[src/rtl/srr_pkg.sv]
package srr_pkg;

    localparam int MODE_W = 2;

    localparam logic [MODE_W-1:0] MODE_HOLD  = 2'b00;
    localparam logic [MODE_W-1:0] MODE_WRITE = 2'b01;
    localparam logic [MODE_W-1:0] MODE_READ  = 2'b10;
    localparam logic [MODE_W-1:0] MODE_LOAD  = 2'b11;

    typedef enum logic [2:0] {
        OP_CLEAR = 3'd0,
        OP_HOLD  = 3'd1,
        OP_WRITE = 3'd2,
        OP_READ  = 3'd3,
        OP_LOAD  = 3'd4
    } op_e;

endpackage

[src/rtl/srr_mode_decode.sv]
module srr_mode_decode
    import srr_pkg::*;
(
    input  logic              rst,
    input  logic [MODE_W-1:0] mode,
    output op_e               op
);

    always_comb begin
        if (rst) begin
            op = OP_CLEAR;
        end else begin
            unique case (mode)
                MODE_HOLD:  op = OP_HOLD;
                MODE_WRITE: op = OP_WRITE;
                MODE_READ:  op = OP_READ;
                MODE_LOAD:  op = OP_LOAD;
                default:    op = OP_HOLD;
            endcase
        end
    end

endmodule

[src/rtl/srr_shift_core.sv]
module srr_shift_core
    import srr_pkg::*;
#(
    parameter int WIDTH = 16
) (
    input  logic             clk,
    input  op_e              op,
    input  logic [WIDTH-1:0] load_word,
    input  logic             shift_bit,
    output logic [WIDTH-1:0] word
);

    localparam int TOP = WIDTH - 1;

    logic [WIDTH-1:0] word_q;
    logic [WIDTH-1:0] word_d;

    // next-value selection, one branch per operation
    always_comb begin
        unique case (op)
            OP_CLEAR: word_d = '0;
            OP_HOLD:  word_d = word_q;
            OP_WRITE: word_d = {word_q[TOP-1:0], shift_bit};
            OP_READ:  word_d = {word_q[TOP-1:0], word_q[TOP]};
            OP_LOAD:  word_d = load_word;
            default:  word_d = word_q;
        endcase
    end

    always_ff @(posedge clk) begin
        word_q <= word_d;
    end

    assign word = word_q;

endmodule

[src/rtl/srr_pin_drive.sv]
module srr_pin_drive
    import srr_pkg::*;
(
    input  op_e  op,
    input  logic top_bit,
    output logic pin_out,
    output logic pin_oe
);

    always_comb begin
        pin_out = top_bit;
        unique case (op)
            OP_READ: pin_oe = 1'b1;
            OP_CLEAR,
            OP_HOLD,
            OP_WRITE,
            OP_LOAD: pin_oe = 1'b0;
            default: pin_oe = 1'b0;
        endcase
    end

endmodule

[src/rtl/srr_recirc_shift.sv]
module srr_recirc_shift
    import srr_pkg::*;
#(
    parameter int WIDTH = 16
) (
    input  logic              clk,
    input  logic              rst,
    input  logic [MODE_W-1:0] mode,
    input  logic [WIDTH-1:0]  par_in,
    input  logic              ser_in,
    output logic              ser_out,
    output logic              ser_oe
);

    op_e              op;
    logic [WIDTH-1:0] word_q;

    srr_mode_decode u_decode (
        .rst  (rst),
        .mode (mode),
        .op   (op)
    );

    srr_shift_core #(.WIDTH(WIDTH)) u_core (
        .clk       (clk),
        .op        (op),
        .load_word (par_in),
        .shift_bit (ser_in),
        .word      (word_q)
    );

    srr_pin_drive u_pin (
        .op      (op),
        .top_bit (word_q[WIDTH-1]),
        .pin_out (ser_out),
        .pin_oe  (ser_oe)
    );

endmodule

[config.mk]
export PLATFORM = sky130hd
export DESIGN_NAME = srr_recirc_shift
export DESIGN_NICKNAME = d
export VERILOG_FILES = /design/src/rtl/srr_pkg.sv /design/src/rtl/srr_mode_decode.sv /design/src/rtl/srr_shift_core.sv /design/src/rtl/srr_pin_drive.sv /design/src/rtl/srr_recirc_shift.sv
export SDC_FILE = /design/constraint.sdc
export NUM_CORES = 1
export LEC_CHECK = 0
export ABC_AREA = 1
export BUFFER_PORTS_ARGS = -buffer_cell sky130_fd_sc_hd__buf_2
export CAP_MARGIN = 20
export CORE_MARGIN = 2
export CORE_UTILIZATION = 50
export CTS_CLUSTER_DIAMETER = 100
export DETAILED_ROUTE_END_ITERATION = 16
export PLACE_DENSITY_LB_ADDON = 0.05
export SYNTH_ARGS = -nofsm -noshare
export SYNTH_HDL_FRONTEND = slang
export SYNTH_SLANG_ARGS = --single-unit
[constraint.sdc]
create_clock -name clk -period 3.6 [get_ports clk]
set_clock_uncertainty 0.15 [all_clocks]
set_input_delay 0.54 -clock clk [delete_from_list [all_inputs] [get_ports clk]]
set_output_delay 0.54 -clock clk [all_outputs]
set_load 0.02 [all_outputs]
# Word level (Yosys, flattened, before mapping)
# Index checks and enable logic that the tools add are counted.
# Widths: inputs -> output; s select.
[op_classes]
eq_ne = 6
muxes = 4
reduce_logical = 3
[ops]
columns = ["operator", "count"]
rows = [
  ["$pmux 16 s4", 1],
  ["$pmux 3 s4", 1],
  ["$eq 3x2->1 const B", 2],
  ["$eq 2x2->1 const B", 2],
  ["$reduce_bool 4->1", 1],
  ["$eq 3x3->1 const B", 1],
  ["$logic_not 3->1", 1],
  ["$mux 3", 1],
  ["$eq 2x1->1 const B", 1],
  ["$logic_not 2->1", 1],
  ["$mux 1", 1],
]
[word_totals]
reg_bits = 16

# Depth between registers and ports, before layout
# Gate-level depths: netlist of the first run.
[logic_depth]
word_depth = 5
ltp_mapped = 7
mapped_depth_nobuf = 6

# By module
# From an unflattened synthesis of the first run, not the netlist that was laid out.
[hier_totals]
hier_cells = 91
area_unflattened_um2 = 867.1
[by_module_without_submodules]
columns = ["mod", "instances", "cells_each", "area_per_inst_um2"]
rows = [
  ["srr_shift_core", 1, 77, 782.0],
  ["srr_mode_decode", 1, 11, 67.6],
  ["srr_pin_drive", 1, 3, 17.5],
]

# Worst setup path before layout of the first run
# OpenSTA, ideal clock, no wires.
[synth_path]
path_type = "input port to flip-flop"
from = "in mode[0]"
to = "reg u_core.word_q[0], in the netlist u_core.word[0] (enable)"
setup_ps = 411
arrival_ps = 2169
slack_ps = 870
stages = 4
n_path_buf = 0
cell_sequence = "inv_1 ha_1 nand2_4 o21ai_0"
[synth_via]
elab_chain_cells = 5
[synth_lines]
columns = ["element", "line", "text"]
rows = [
  ["from (decl)", "srr_recirc_shift.sv:8", "input logic [MODE_W-1:0] mode,"],
  ["$eq 2x2->1, or another cell as far along", "srr_mode_decode.sv:13", "unique case (mode)"],
  ["$pmux 3 s4 *", "srr_mode_decode.sv:13", ""],
  ["$mux 3 *", "srr_mode_decode.sv:10", "if (rst) begin"],
  ["$eq 3x2->1, or another cell as far along", "srr_shift_core.sv:20", "unique case (op)"],
  ["$reduce_bool 4->1 (no source line) *", "n/a", ""],
  ["to (signal assigned)", "srr_shift_core.sv:31", "word_q <= word_d;"],
  ["to (decl)", "srr_shift_core.sv:15", "logic [WIDTH-1:0] word_q;"],
]
# Every way passes the cells marked *; elsewhere a longest branch is shown, timed or not.
# A chain may end at the register's enable or synchronous reset.

# Worst setup path after layout of the first run
[layout_path]
from = "in mode[0]"
to = "out ser_oe"
[layout_via]
elab_chain_cells = 5
[layout_lines]
columns = ["element", "line", "text"]
rows = [
  ["$eq 2x2->1, or another cell as far along", "srr_mode_decode.sv:13", ""],
  ["$pmux 3 s4 *", "srr_mode_decode.sv:13", ""],
  ["$mux 3 *", "srr_mode_decode.sv:10", ""],
  ["$eq 3x2->1 *", "srr_pin_drive.sv:12", "unique case (op)"],
  ["$mux 1 *", "srr_pin_drive.sv:12", ""],
  ["to (decl)", "srr_recirc_shift.sv:12", "output logic ser_oe"],
]
# Marked as above.

==> results of run 1 <==
layout make-up:
type,instances,area (µm²)
clock buffer,3,22.52
clock inverter,1,3.754
fill,155,664.4
inverter,19,71.32
multi-input combinational,46,307.8
sequential,16,480.5
tap,17,21.27
timing repair buffer,23,117.6
Yosys cell counts:
master,instances,area share [%]
edfxtp_1,16,55
nand4_1,1,0.71
inv_1,18,7.7
buf_4,1,0.86
nand2_4,1,1.3
inv_2,1,0.43
nand3_2,1,1.1
o21ai_2,10,10
nand2_1,16,6.8
o21ai_4,1,1.9
o21ai_0,6,3.4
buf_6,1,1.3
ha_1,3,4.3
nor2_1,1,0.43
nor2_4,2,2.6
nor3_1,1,0.57
nand3_1,2,1.1
nand3b_1,1,0.86
worst min-delay path: cells and delay by family, from the launching register on:
| family | cells | cell delay, ps |
|---|---|---|
| flops | 1 | 330 |
| simple gates | 1 | 60 |
| compound gates | 1 | 50 |
metal layers:
metal | GRT usage, % | vias to the layer above | routed length, µm | share of wire, %
met2 | 23.61 | 14 | 649 | 48
met3 | 3.571 | 4 | 51 | 3.8
met5 | 0 | - | 0 | 0
met1 | 19.59 | 271 | 624 | 46
li1 | - | 322 | - | -
met4 | 6.857 | 0 | 21 | 1.6
power groups by stage:
stage | clock network (mW) | logic [mW] | registers (mW)
6_report | 0.0935 | 0.0602 | 0.240
5_1_grt | 0.106 | 0.0688 | 0.243
4_1_cts | 0.0981 | 0.0620 | 0.241
3_5_place_dp | 0 | 0.0619 | 0.245
3_3_place_gp | 0 | 0.0602 | 0.244
2_1_floorplan | 0 | 0.0390 | 0.245
path summary, 6_finish.rpt:
kind / startpoint / end / slack, ps / cells past startpoint
max reg2reg: u_core.word[15]$_DFFE_PP_ / u_core.word[0]$_DFFE_PP_ / 2640 / 2
min reg2reg: u_core.word[4]$_DFFE_PP_ / u_core.word[5]$_DFFE_PP_ / 380 / 2
max: mode[0] / ser_oe / 1470 / 6
min: u_core.word[4]$_DFFE_PP_ / u_core.word[5]$_DFFE_PP_ / 380 / 2
kinds of logic after synthesis:
| group | Yosys count |
|---|---|
| adder cells (fa/ha/maj) | 3 |
| AND/OR/NAND/NOR | 26 |
| buffers and inverters | 21 |
| flip-flops | 16 |
| AO/OA/AOI/OAI | 17 |
==> results.cfg, run 1 <==
[worst_setup_path]
worstSetupStartpointType = input port
worstSetupPathType = input port to primary output
cp_common_cell = buf_2
worstPathBufferInverterCount = 3
end_kind = primary output
crit_path_cell_trace = buf_2 > inv_1 > ha_1 > nand2_4 > nor3_1 > buf_2
worstPathMaxFanout = 6
arrival_ps = 1440
cpPeakStageDelay_ps = 320
cp_top_family = buffers and inverters
worst_ep_required_time_ps = 2910
cp_slowest_cell = ha_1

[power_and_ir_drop]
p_sw_share_pct = 24.58
p_total_mw = 0.3939
p_leak_nw = 0.4903
ir_drop_mv = 0.2179
p_int_mw = 0.2971
p_switching_mw = 0.09682
clockPowerShare_pct = 23.7
power_density_mw_per_mm2 = 384.4
p_seq_share_pct = 61.0
comb_power_share_pct = 15.3

[hold_path]
hold_class = flip-flop to flip-flop

[yosys]
ys_ff_latch = 16
synth_top_family_by_area = simple AND/OR/NAND/NOR gates
synth_compound_area_share_pct = 15.24
synth_cells = 83
synth_mux_area_share_pct = 0
ys_seq_area_share_pct = 54.70
synthAdderAreaFrac_pct = 4.274
synth_area_um2 = 878.3
synth.distinct_cells = 18
synth-simple-area-share_pct = 15.53
synth-xor-area-share_pct = 0
yosysWarningCount = 0
syn_area_per_cell_um2 = 10.58
syn-num-nets = 107

[timing]
rsz0062_at_grt = false
finalSetupViolCount = 0
fmax_mhz = 470.3
slew_viol_final = 0
layout_setup_ws_ps = 1474
worst_pin_slew_ps = 391.4
slew_headroom_pct = 73.88
fin_crit_ps = 2126
timing.hold.ws_ps = 383.0
finalHoldViolCount = 0
post-route-period-util_pct = 59.06
finalSetupTns_ps = 0

[floorplan]
rows = 15
die_area_mm2 = 0.002108
initial_core_util_pct = 52.00
die_width_um = 45.91
fp.dieH_um = 45.91
coreArea_mm2 = 0.001689
ios = 23

[detailed_routing]
vias = 611
ant_nets = 0
drc = 0
viasPerCell = 4.888
drt_first_pass_iters = 4
wl_per_cell_um = 10.78
routed_wl_um = 1348
first_iter_violations = 16

[placement]
numPlacedInstances = 121
placed_cell_area_um2 = 998.5
dpl.hpwl_um = 1007
place_congestion = 0.7294
place.port_buffers = 22
dp_slack_ps = 1463

[cells_and_area]
n_antenna_cell = 0
stdcell_area_mm2 = 0.001025
fin_cells = 125
largest_reg_flops = 16
final_nets = 133
layout_commonest_cell = buf_2
utilization_pct = 60.67
layout_common_cells = buf_2 (22), inv_1 (18), nand2_1 (16), edfxtp_1 (16), o21ai_2 (10)
syn2layout_area_growth_pct = 16.67
drive_above_1_share_pct = 38.89

[clocking]
cts_tree = done
htree_levels = 1
clk_path_buf_depth = 2
post-cts-setup-buffers = 0
cts_inserted_buffers = 3
hold_buffers = 0
clock_latency_ps = 280
clock-sinks = 16
cts-root-buf = clkbuf_4
clk_pin_slew_ps = 100
post_cts_resized = 0

[grt]
grt_pass1_wl_um = 2256
grt_overflow = 0
grt_max_degree = 18
grt_pass1_vias = 552
antenna_found_initial = 0
gr-usage-all-layers_pct = 15.06

[status]
status = finished clean

[run]
maxCapViolations = 0
Note: power is estimated with default switching activity, not from simulation.
==> run 2: changes to the inputs <==
==> constraint.sdc (replaced) <==
create_clock -name clk -period 2.1 [get_ports clk]
set_clock_uncertainty 0.15 [all_clocks]
set_input_delay 0.315 -clock clk [delete_from_list [all_inputs] [get_ports clk]]
set_output_delay 0.315 -clock clk [all_outputs]
set_load 0.02 [all_outputs]
==> run 2 against run 1 <==
  * Final cell count grew 0.80%
  * Sequential share of layout area down 0.34 points
  * Design area is 0.73% higher
  * Register-to-register slack got worse by 1500 ps
  * Global-route usage grew 0.58 points
  * First-iteration DRC count fell by 31%
  * Hold slack worse by 190 ps
  * Worst setup slack worse by 1100 ps
  * Non-clock buffer count up 1
  * Via count is 0.65% lower
  * Clock power increased by 80%
  * Core utilization up 0.44 points
==> results.cfg, run 2 (synthesized netlist as in run 1, its figures left out) <==
[floorplan]
ios = 23
initial_core_util_pct = 52.00
fp.dieH_um = 45.91
coreArea_mm2 = 0.001689
rows = 15
die_area_mm2 = 0.002108
die_width_um = 45.91

[placement]
place.port_buffers = 22
dpl.hpwl_um = 953.8
place_congestion = 0.7422

[detailed_routing]
drc = 0
ant_nets = 0
drt_first_pass_iters = 4
wl_per_cell_um = 10.79
routed_wl_um = 1359
viasPerCell = 4.817
vias = 607
first_iter_violations = 11

[clocking]
cts_tree = done
cts_inserted_buffers = 3
post-cts-setup-buffers = 0
hold_buffers = 0
post_cts_resized = 0
clk_path_buf_depth = 2
clk_pin_slew_ps = 100
clock_latency_ps = 290
cts-root-buf = clkbuf_4
clock-sinks = 16
htree_levels = 1

[cells_and_area]
largest_reg_flops = 16
utilization_pct = 61.11
multi_input_area_um2 = 307.8
regArea_um2 = 480.5
layout_common_cells = buf_2 (22), inv_1 (18), nand2_1 (16), edfxtp_1 (16), o21ai_2 (10)
n_antenna_cell = 0
syn2layout_area_growth_pct = 17.52
drive_above_1_share_pct = 39.45
fillers = 154
layout_commonest_cell = buf_2
final_nets = 134

[grt]
grt_pass1_vias = 534
gr-usage-all-layers_pct = 15.64
grt_max_degree = 18
antenna_found_initial = 0
grt_overflow = 0
grt_pass1_wl_um = 2311

[timing]
worst_pin_slew_ps = 393.3
rsz0062_at_grt = false
post-route-period-util_pct = 80.21
fin_crit_ps = 1684
finalSetupTns_ps = 0
fmax_mhz = 593.7
slew_headroom_pct = 73.75
finalSetupViolCount = 0
finalHoldViolCount = 0
timing.hold.ws_ps = 191.4
slew_viol_final = 0

[worst_setup_path]
crit_start = mode[0]
timing.rr.start = u_core.word[15]$_DFFE_PP_
worstPathMaxFanout = 6
worstSetupStartpointType = input port
arrival_ps = 1220
end_kind = primary output
worst_ep_required_time_ps = 1630
worstSetupPathType = input port to primary output

[status]
status = finished clean

[hold_path]
hold_class = input port to flip-flop
hold_start = par_in[10]

[run]
maxCapViolations = 0

[power_and_ir_drop]
p_leak_nw = 0.4948
power_density_mw_per_mm2 = 665.3
ir_drop_mv = 0.3521
[run 2: report_power, final]
part           leakage, nW  total [mW]  switching (mW)  internal, mW
Combinational        0.307       0.107          0.0645        0.0427
Clock               0.0154       0.168          0.0987        0.0690
Sequential           0.173       0.412          0.0116         0.400
[run 2: area by class of cell]
| cell class | instances | share of cell area [%] |
|---|---|---|
| Clock inverter | 1 | 0.3636 |
| Timing Repair Buffer | 24 | 12.12 |
| Multi-Input combinational cell | 46 | 29.82 |
| Clock buffer | 3 | 2.182 |
| Tap cell | 17 | 2.061 |
| Inverter | 19 | 6.909 |
| Sequential cell | 16 | 46.55 |
[run 2: critical path, stage by stage]
cell and delay [ps]:
buf_2 90, inv_1 50, ha_1 310, nand2_4 90, nor3_1 180, buf_2 190
[run 2: metrics by stage]
step / power, mW / instances / worst slack, ps / instance area (µm²)
after CTS: 0.6952 / 126 / 408.8 / 1032
final: 0.6868 / 126 / 415.6 / 1032
after global placement: 0.5253 / 122 / 286.4 / 1006
after floorplan: 0.4867 / 83 / 32.48 / 878.3
after detailed placement: 0.5272 / 122 / 221.8 / 1006
after global routing: 0.7211 / 126 / 361.3 / 1032
[run 2: final timing paths]
path,end,slack (ps),depth (start not counted)
max reg2reg,u_core.word[0]$_DFFE_PP_,1110,2
max,ser_oe,420,6
min,u_core.word[10]$_DFFE_PP_,190,3
min reg2reg,u_core.word[14]$_DFFE_PP_,390,2
[run 2: per-layer routing]
metal / track usage, % / vias to the layer above / share of wire (%)
met4: 8.571 / 0 / 0.81
met3: 3.571 / 2 / 4.2
met5: 0 / - / 0
li1: - / 322 / -
met1: 22.39 / 268 / 52
met2: 21.67 / 15 / 43
==> run 3: changes to the inputs <==
--- a/config.mk
+++ b/config.mk
@@ -8,8 +8,9 @@
 export ABC_AREA = 1
 export BUFFER_PORTS_ARGS = -buffer_cell sky130_fd_sc_hd__buf_2
 export CAP_MARGIN = 20
+export CORE_ASPECT_RATIO = 1.4
 export CORE_MARGIN = 2
-export CORE_UTILIZATION = 50
+export CORE_UTILIZATION = 45
 export CTS_CLUSTER_DIAMETER = 100
 export DETAILED_ROUTE_END_ITERATION = 16
 export PLACE_DENSITY_LB_ADDON = 0.05
==> constraint.sdc (replaced) <==
create_clock -name clk -period 1.35 [get_ports clk]
set_clock_uncertainty 0.15 [all_clocks]
set_input_delay 0.2025 -clock clk [delete_from_list [all_inputs] [get_ports clk]]
set_output_delay 0.2025 -clock clk [all_outputs]
set_load 0.02 [all_outputs]
==> run 3 against run 2 <==
  * The run now ends with setup timing left
  * Combinational power grew 130%
  * Register-to-register slack worse by 740 ps
  * Largest cell class unchanged
  * Clock power is 54% higher
==> results.cfg, run 3 (synthesized netlist as in run 1, its figures left out) <==
[status]
status = complete, but fails checks
violations = setup timing

[worst_setup_path]
crit_path_cell_trace = buf_12 > inv_12 > ha_4 > o21ai_4 > buf_4 > nor3_2 > buf_4
crit_start = mode[0]
cp_top_family = buffers and inverters
worstPathMaxFanout = 3
worstPathBufferInverterCount = 4
cp_slowest_cell = nor3_2
end_kind = primary output
arrival_ps = 1050
cp_common_cell = buf_4
worstSetupStartpointType = input port
worstSetupPathType = input port to primary output
timing.rr.start = u_core.word[15]$_DFFE_PP_
worst_ep_required_time_ps = 1000
cpPeakStageDelay_ps = 170

[power_and_ir_drop]
comb_power_share_pct = 21.3
p_sw_share_pct = 25.68
ir_drop_mv = 0.6023
clockPowerShare_pct = 22.6
p_int_mw = 0.8504
p_total_mw = 1.144
p_seq_share_pct = 56.1
p_leak_nw = 0.5694
p_switching_mw = 0.2939
power_density_mw_per_mm2 = 902.8

[hold_path]
hold_class = input port to flip-flop
hold_start = par_in[14]

[floorplan]
ios = 23
coreArea_mm2 = 0.001802
die_width_um = 41.34
fp.dieH_um = 56.28
rows = 18
die_area_mm2 = 0.002326
initial_core_util_pct = 48.75

[timing]
slew_viol_final = 0
finalSetupViolCount = 1
fin_crit_ps = 1398
fmax_mhz = 715.5
worst_pin_slew_ps = 521.5
post-route-period-util_pct = 103.5
finalHoldViolCount = 0
layout_setup_ws_ps = -47.70
slew_headroom_pct = 65.10
rsz0062_at_grt = true

[grt]
grt_pass1_vias = 676
grt_max_degree = 18
antenna_found_initial = 0
grt_overflow = 0
gr-usage-all-layers_pct = 17.61
grt_pass1_wl_um = 2711

[cells_and_area]
stdcell_area_mm2 = 0.001267
layout_common_cells = buf_2 (19), edfxtp_1 (16), inv_1 (15), nand2_1 (15), o21ai_2 (10)
largest_reg_flops = 16
layout_commonest_cell = buf_2
utilization_pct = 70.35
final_nets = 143
fillers = 140
syn2layout_area_growth_pct = 44.30
n_antenna_cell = 0
drive_above_1_share_pct = 51.69
multi_input_area_um2 = 372.9
regArea_um2 = 480.5

[clocking]
cts_inserted_buffers = 3
cts_tree = done
clk_path_buf_depth = 2
hold_buffers = 0
clk_pin_slew_ps = 90
cts-root-buf = clkbuf_4
clock_latency_ps = 290
clock-sinks = 16
htree_levels = 1

[detailed_routing]
drt_first_pass_iters = 4
drc = 0
first_iter_violations = 8
ant_nets = 0
routed_wl_um = 1561
viasPerCell = 4.783
vias = 660
wl_per_cell_um = 11.31

[placement]
place.port_buffers = 22
place_congestion = 0.6761
dpl.hpwl_um = 1054
placed_cell_area_mm2 = 0.001112

[run]
maxCapViolations = 0
==> run 3: timing repair <==
| item | in CTS | in global routing |
|---|---|---|
| pin swaps | 2 | 1 |
| setup endpoints to repair | 33 | 25 |
| gates cloned | 0 | 1 |
| resized for setup | 14 | 2 |
| buffers inserted | 3 | 1 |
==> run 3: layout make-up <==
class	count	share of cell area, %
well taps	20	1.974
flip-flops and latches	16	37.91
multi-input cells	46	29.42
clock buffers	3	1.777
inverters	19	7.206
clock inverters	1	0.2961
repair buffers	33	21.42
==> run 3: path summary, 6_finish.rpt <==
| path | end | slack (ps) | depth (start not counted) |
|---|---|---|---|
| worst max register to register | u_core.word[0]$_DFFE_PP_ | 370 | 2 |
| worst min register to register | u_core.word[3]$_DFFE_PP_ | 380 | 2 |
| worst min-delay path | u_core.word[14]$_DFFE_PP_ | 80 | 3 |
| worst max-delay path | ser_oe | -50 | 7 |
==> run 3: metal layers <==
metal / part of all wire, % / vias to the layer above / track usage [%] / routed length [µm]
met4: 3.3 / 0 / 12.90 / 51
met5: 0 / - / 0 / 0
li1: - / 344 / - / -
met3: 4.7 / 4 / 3.557 / 73
met1: 41 / 294 / 20.26 / 637
met2: 51 / 18 / 26.79 / 799
==> run 3: power groups by stage <==
| stage | Clock, mW | Sequential (mW) | Combinational [mW] |
|---|---|---|---|
| after floorplan | 0 | 0.652 | 0.128 |
| after CTS | 0.260 | 0.643 | 0.231 |
| after global routing | 0.285 | 0.651 | 0.270 |
| after detailed placement | 0 | 0.653 | 0.204 |
| final | 0.258 | 0.642 | 0.244 |
| after global placement | 0 | 0.653 | 0.201 |
==> run 3: per-stage QoR <==
step / hold slack (ps) / instances / setup slack (ps) / setup TNS [ps]
final: 75.05 / 138 / -47.70 / -47.70
after CTS: 87.76 / 136 / -50.30 / -50.30
after global routing: 80.52 / 138 / -92.81 / -834.4
after floorplan: 286.6 / 83 / -59.68 / -954.8
after detailed placement: 361.6 / 129 / -378.9 / -11800
after global placement: 363.5 / 129 / -363.1 / -11420
==> run 3: worst register-to-register path, stage by stage (launching register included) <==
cell and delay [ps]:
edfxtp_1 410, nand3b_1 100, nand3_1 80
